===== config.mk =====
export PLATFORM = sky130hd
export DESIGN_NAME = wfi_wait_unit
export DESIGN_NICKNAME = d
export VERILOG_FILES = /design/src/rtl/wfi_wait_unit.sv
export SDC_FILE = /design/constraint.sdc
export NUM_CORES = 1
export LEC_CHECK = 0
export BUFFER_PORTS_ARGS = -buffer_cell sky130_fd_sc_hd__buf_4
export CAP_MARGIN = 20
export CORE_MARGIN = 5
export CORE_UTILIZATION = 41
export CTS_CLUSTER_SIZE = 30
export DETAILED_ROUTE_END_ITERATION = 12
export PLACE_DENSITY_LB_ADDON = 0.08
export RECOVER_POWER = 25
export SLEW_MARGIN = 20
export SYNTH_ARGS = -nofsm -noshare
export SYNTH_HDL_FRONTEND = slang
export SYNTH_SLANG_ARGS = --single-unit

===== constraint.sdc =====
create_clock -name clk -period 2.99 [get_ports clk]
set_clock_uncertainty 0.05 [all_clocks]
set_input_delay 0.1495 -clock clk [delete_from_list [all_inputs] [get_ports clk]]
set_output_delay 0.1495 -clock clk [all_outputs]
set_load 0.03 [all_outputs]

===== src/rtl/wfi_wait_unit.sv =====
module wfi_wait_unit #(
  parameter int NUM_IRQ          = 16,
  parameter int TIMEOUT_CYCLES   = 4,
  parameter int HAS_SMODE        = 1,
  parameter int HAS_UMODE        = 1,
  parameter int VARIANT_AS_PLAIN = 0
) (
  input  logic                 clk,
  input  logic                 rst_n,
  input  logic                 insn_valid,
  input  logic [31:0]          insn,
  input  logic [2:0]           cur_mode,
  input  logic                 tw,
  input  logic                 vtw,
  input  logic [NUM_IRQ-1:0]   irq_pending,
  input  logic [NUM_IRQ-1:0]   irq_enable,
  input  logic [2*NUM_IRQ-1:0] irq_target,
  output logic                 wait_stall,
  output logic                 wait_done,
  output logic                 wait_exc,
  output logic [4:0]           exc_cause
);
  localparam int CW = $clog2(TIMEOUT_CYCLES + 2);
  localparam logic [CW-1:0] LIMIT = CW'(TIMEOUT_CYCLES);
  localparam logic [31:0] PLAIN_WORD = 32'h1050_0073;
  localparam logic [31:0] MINE_WORD  = 32'h0050_0073;
  localparam logic [2:0] MD_U = 3'd0, MD_S = 3'd1, MD_M = 3'd3, MD_VU = 3'd4, MD_VS = 3'd5;
  localparam logic [4:0] C_ILLEGAL = 5'd2, C_VIRTUAL = 5'd22;

  function automatic logic [1:0] rank_of(input logic [2:0] m);
    case (m)
      MD_S:    rank_of = 2'd2;
      MD_VS:   rank_of = 2'd1;
      MD_U,
      MD_VU:   rank_of = 2'd0;
      default: rank_of = 2'd3;
    endcase
  endfunction

  logic          busy;
  logic [2:0]    mode_q;
  logic          mine_q, tw_q, vtw_q;
  logic [CW-1:0] cnt_q;

  wire start  = insn_valid & ~busy & ((insn == PLAIN_WORD) | (insn == MINE_WORD));
  wire active = start | busy;

  wire [2:0]    mode_s = busy ? mode_q : cur_mode;
  wire          mine_s = busy ? mine_q : (insn == MINE_WORD);
  wire          tw_s   = (busy ? tw_q : tw) & (HAS_UMODE != 0);
  wire          vtw_s  = busy ? vtw_q : vtw;
  wire [CW-1:0] cnt_s  = busy ? cnt_q : '0;
  wire [1:0]    cur_rank = rank_of(mode_s);

  logic [NUM_IRQ-1:0] lower;
  for (genvar i = 0; i < NUM_IRQ; i++) begin : g_irq
    assign lower[i] = irq_target[2*i +: 2] < cur_rank;
  end

  wire                selective = mine_s & (VARIANT_AS_PLAIN == 0);
  wire [NUM_IRQ-1:0]  filter    = selective ? ~lower : '1;
  wire                qual      = |(irq_pending & irq_enable & filter);

  logic       armed;
  logic [4:0] cause_sel;
  always_comb begin
    armed     = 1'b0;
    cause_sel = C_ILLEGAL;
    case (mode_s)
      MD_S:  armed = tw_s;
      MD_U:  armed = tw_s | (HAS_SMODE != 0);
      MD_VS: begin
        armed     = tw_s | vtw_s;
        cause_sel = tw_s ? C_ILLEGAL : C_VIRTUAL;
      end
      MD_VU: begin
        armed     = 1'b1;
        cause_sel = tw_s ? C_ILLEGAL : C_VIRTUAL;
      end
      default: ;
    endcase
  end

  wire timed_out = (cnt_s == LIMIT);
  wire fire_trap = active & armed & timed_out;
  wire fire_done = active & ~fire_trap & qual;
  wire resolve   = fire_trap | fire_done;

  assign wait_stall = active & ~resolve;
  assign wait_done  = fire_done;
  assign wait_exc   = fire_trap;
  assign exc_cause  = fire_trap ? cause_sel : 5'd0;

  wire [CW-1:0] cnt_nxt = timed_out ? cnt_s : cnt_s + 1'b1;

  always_ff @(posedge clk or negedge rst_n) begin
    if (!rst_n) begin
      busy   <= 1'b0;
      mode_q <= MD_M;
      mine_q <= 1'b0;
      tw_q   <= 1'b0;
      vtw_q  <= 1'b0;
      cnt_q  <= '0;
    end else begin
      if (start && !resolve) begin
        busy   <= 1'b1;
        mode_q <= cur_mode;
        mine_q <= (insn == MINE_WORD);
        tw_q   <= tw;
        vtw_q  <= vtw;
      end else if (busy && resolve) begin
        busy <= 1'b0;
      end
      if (active && !resolve) cnt_q <= cnt_nxt;
    end
  end
endmodule



# Yosys cells after proc, flatten, opt, wreduce, memory -nomap -nowiden
# Cells that the tools add are included.
# totals
register_bits	10
word_cells	69
output_inout_bits	8
# op_classes
n_addsub	1
bitwise_logic	17
reduce_logical	9
n_lt_le_gt_ge	16
mux	14
eq_ne	6
# op_table
cell	n
$and A16 B16 Y16	2
$eq A32 B23 Y1 const B	1
$eq A32 B29 Y1 const B	1
$lt A2 B2 Y1	16
$mux W16	1
$not A16 Y16	1
$reduce_or A16 Y1	1
$mux W5	3
$eq A3 B3 Y1 const B	3
$mux W3	3
$and A1 B1 Y1	7
$pmux W2 S3	1
$mux W1	5
$or A1 B1 Y1	4
$reduce_or A2 Y1	2
$add A3 B1 Y3 const B	1
$eq A3 B1 Y1 const B	1
$logic_and A1 B1 Y1	3
$logic_not A3 Y1	1
$not A1 Y1	3
$pmux W1 S3	1
$reduce_bool A2 Y1	1
$logic_not A1 Y1	1

# Depth between registers and ports, before layout
# depth
ltp_word	14
depth_mapped	10

# Worst setup path before layout
# OpenSTA, ideal clock, no wires.
# synth_timing
path_type	register -> output
startpoint	register busy
endpoint	output port exc_cause[4]
stages_incl_launch_ff	9
t_required_ns	2.791
path_buffers	3
arrival_ns	2.515
setup_slack_ns	0.276
cell_sequence	dfrtp_1 buf_4 clkbuf_1 nand2_1 ha_1 nand2_1 or4_1 nor3_1 buf_4
# synth_via
elab_chain_cells	7
elab_cells_between_ends	22
cone_classes	eq/ne (4); mux (8); bitwise (7); reduce/logical (3)
# synth_lines
element	line	source
start, declared	40	logic busy;
start signal, assigned	98	busy <= 1'b0;
start signal, assigned	106	busy <= 1'b1;
start signal, assigned	112	busy <= 1'b0;
$mux W3 / $not A1 Y1 (equally long branches)	48, 45	
$eq A3 B3 Y1, or another cell as far along	69	case (mode_s)
$reduce_or A2 Y1 (no line) / $and A1 B1 Y1 (equally long branches)	-	
$pmux W1 S3 / $or A1 B1 Y1 (equally long branches)	69, 46	
$and A1 B1 Y1 (2 in a row)	85	wire fire_trap = active & armed & timed_out;
$mux W5 *	92	assign exc_cause = fire_trap ? cause_sel : 5'd0;
end, declared	21	output logic [4:0] exc_cause
# Every way passes the cells marked *; elsewhere a longest branch is shown, timed or not.

# Worst setup path after layout
# layout_timing
startpoint	register busy
endpoint	output port wait_stall
# layout_via
elab_chain_cells	13
elab_cells_between_ends	46
cone_classes	order compare (16); eq/ne (4); mux (8); bitwise (15); reduce/logical (3)
# layout_lines
element	line	source
$mux W3	48	wire [2:0] mode_s = busy ? mode_q : cur_mode;
$eq A3 B3 Y1 / $logic_not A3 Y1 (equally long branches)	31, 69	
$reduce_or A2 Y1 (no line)	-	
$pmux W2 S3	31	case (m)
$lt A2 B2 Y1	57	assign lower[i] = irq_target[2*i +: 2] < cur_rank;
$not A16 Y16	61	wire [NUM_IRQ-1:0] filter = selective ? ~lower : '1;
$mux W16	61	
$and A16 B16 Y16	62	wire qual = |(irq_pending & irq_enable & filter);
$reduce_or A16 Y1	62	
$and A1 B1 Y1	86	wire fire_done = active & ~fire_trap & qual;
$or A1 B1 Y1	87	wire resolve = fire_trap | fire_done;
$not A1 Y1	89	assign wait_stall = active & ~resolve;
$and A1 B1 Y1 *	89	
end, declared	18	output logic wait_stall,
# Marks and branches as above.

==> flow_summary.json <==
{
  "outcome": "finished, final reports clean",
  "crit_type": "reg -> out",
  "antenna_found_initial": 0,
  "slew_headroom_pct": 65.2,
  "final_util_pct": 66.4,
  "die_w_microns": 71.3,
  "leakagePower_nw": 1.16,
  "power.density_nw_per_um2": 210,
  "die_area_sq_um": 5080,
  "port-buffer-count": 109,
  "netlist_area_sq_um": 1540,
  "grt_pass1_vias": 2082,
  "startpoint_type": "flip-flop",
  "crit_arrival_ns": 2.58,
  "post_cts_buffers": 0,
  "routabilityCongestion": 0.932,
  "worst_slew_pin_slew_ns": 0.522,
  "yosysTopAreaCellShare_pct": 13.0,
  "ys_seq_area_share_pct": 16.4,
  "finalSetupTns_ns": 0,
  "final_cell_mix": "buf_4 (111), nand3_1 (19), nand2_1 (16), inv_1 (10)",
  "drc": 0,
  "regArea_sq_um": 253,
  "hold_viol": 0,
  "setup_viol": 0,
  "clkTransAtPathRegs_ns": 0.05,
  "endpoint_kind": "primary output",
  "coreArea_sq_um": 3660,
  "track_usage_pct": 21.4,
  "synth_cell_types": 54,
  "initial_core_util_pct": 42.1,
  "synth_seq_cells": 10,
  "synth_area_leader_cell": "dfrtp_1",
  "netlist_instances": 199,
  "grt_overflow": 0,
  "ys_warn_count": 0,
  "fillers": 329,
  "cts_hold_buffers": 1,
  "final_common_cell": "buf_4",
  "fin_crit_ns": 2.78,
  "critical_path_peak_fanout": 14,
  "cts_max_path_buffers": 2,
  "wl_mm": 5.59,
  "rr_endpoint": "mine_q",
  "crit_start": "busy",
  "rows": 22,
  "timing.fmax_mhz": 360,
  "drive_above_1_share_pct": 40.6,
  "antenna_left": 0,
  "worst_ep_required_time_ns": 2.79,
  "cap_violations": 0,
  "reg2reg_depth": 9,
  "io_pins": 112,
  "grt_pass1_wl_mm": 9.19,
  "insertion_delay_ns": 0.23,
  "grt_max_degree": 16,
  "vias": 2096,
  "wl_per_cell_microns": 15.7,
  "synth-edff-count": 0,
  "dp_hpwl_mm": 4.93,
  "async_flop_share_pct": 100,
  "syn_avg_cell_area_sq_um": 7.74,
  "power.total_uw": 510,
  "cts_tree": "done",
  "rsz0062_at_grt": "false",
  "vias_per_cell": 5.89,
  "antenna_cells": 0,
  "cts_buffers": 3,
  "cts-root-buf": "clkbuf_8",
  "multiInputGateArea_sq_um": 1190,
  "period_share_pct": 93.0,
  "maxSlewViolCount": 0,
  "drt_iter0_markers": 153,
  "hp-start": "vtw",
  "ir_drop_v": 0.000303,
  "numClockSinks": 10,
  "r2r_setup_slack_ns": 0.23,
  "rr_startpoint": "mode_q[1]",
  "cts_resized": 0,
  "synthTopCellsByArea": "dfrtp_1 (13%), nand3_1 (6.2%), o2111ai_1 (5.1%), a22oi_1 (4.4%), mux2_1 (4.4%)",
  "hp-class": "in -> reg",
  "synth_ff_type": "dfrtp_1",
  "crit_path_end": "wait_stall",
  "die_y_microns": 71.3,
  "dr.pass1.iters": 4,
  "nets": 415,
  "htreeDepth": 1,
  "syn_to_final_growth_pct": 57.8
}
[logic make-up after synthesis]
family          synth area share (%)
compound gates                  33.0
fa+ha+maj                       1.62
buf+inv                         6.66
flops                           16.4
mux                             6.42
other cells                    0.243
simple gates                    35.7
[final cells by class]
class | instances | share of cell area [%]
Sequential cell | 10 | 10.4
Timing Repair Buffer | 113 | 34.8
Inverter | 10 | 1.54
Tap cell | 48 | 2.47
Multi-Input combinational cell | 171 | 48.9
Clock buffer | 4 | 1.85
[sequential cells by signal, summed over array words and instances, names as in the netlist]
register	count
mine_q	1
mode_q	3
busy	1
tw_q	1
cnt_q	3
vtw_q	1
[synth_stat cells (3+ instances only)]
cell and count:
a31oi_1 4, o31ai_1 3, nand4_1 8, o211ai_1 6
o2111ai_1 9, nor3_1 7, inv_1 10, nand2_1 16
nor4_1 4, and3_1 8, buf_4 6, dfrtp_1 8
nand4b_1 4, nand3_1 19, mux2_1 6, o21ai_0 7
a22oi_1 9, a21oi_1 8, nor2_1 9
[worst max-delay path, stage by stage (launching register included)]
cell       delay (ns)
dfrtp_1          0.45
buf_4            0.22
nand3b_4         0.16
and2_4           0.18
a2111oi_2        0.31
a31oi_1          0.20
a2111oi_4        0.44
and2_4           0.23
buf_4            0.16
[metrics by stage]
stage	setup slack, ns	cell area [sq um]	hold WS, ns	instances
3_3_place_gp	0.332	2380	-0.0681	351
2_1_floorplan	0.276	1540	-0.196	200
6_report	0.209	2430	0.0840	356
4_1_cts	0.220	2430	0.0843	356
5_1_grt	0.0399	2430	0.0948	356
3_5_place_dp	0.280	2380	-0.0681	351
[worst min-delay path by stage]
stage / end / slack [ns] / cells after the start
3_5_place_dp: cnt_q[2] / -0.07 / 1
5_1_grt: tw_q / 0.09 / 2
2_1_floorplan: busy / -0.20 / 0
6_report: vtw_q / 0.08 / 2
3_3_place_gp: cnt_q[2] / -0.07 / 1
4_1_cts: vtw_q / 0.08 / 2
[where the power goes]
group,internal (mW),switching [mW],leakage [nW]
Combinational,0.133,0.103,1.01
Sequential,0.136,0.00000000000266,0.127
Clock,0.0926,0.0452,0.0228
Total,0.361,0.148,1.16
[per-layer routing]
| layer | up-vias | share of wire, % | track usage (%) |
|---|---|---|---|
| met3 | 10 | 9.1 | 3.93 |
| met5 | - | 0 | 0 |
| met2 | 104 | 50 | 37.8 |
| li1 | 1025 | - | - |
| met1 | 957 | 39 | 26.5 |
| met4 | 0 | 1.4 | 5.64 |
Note: power is estimated with default switching activity, not from simulation.
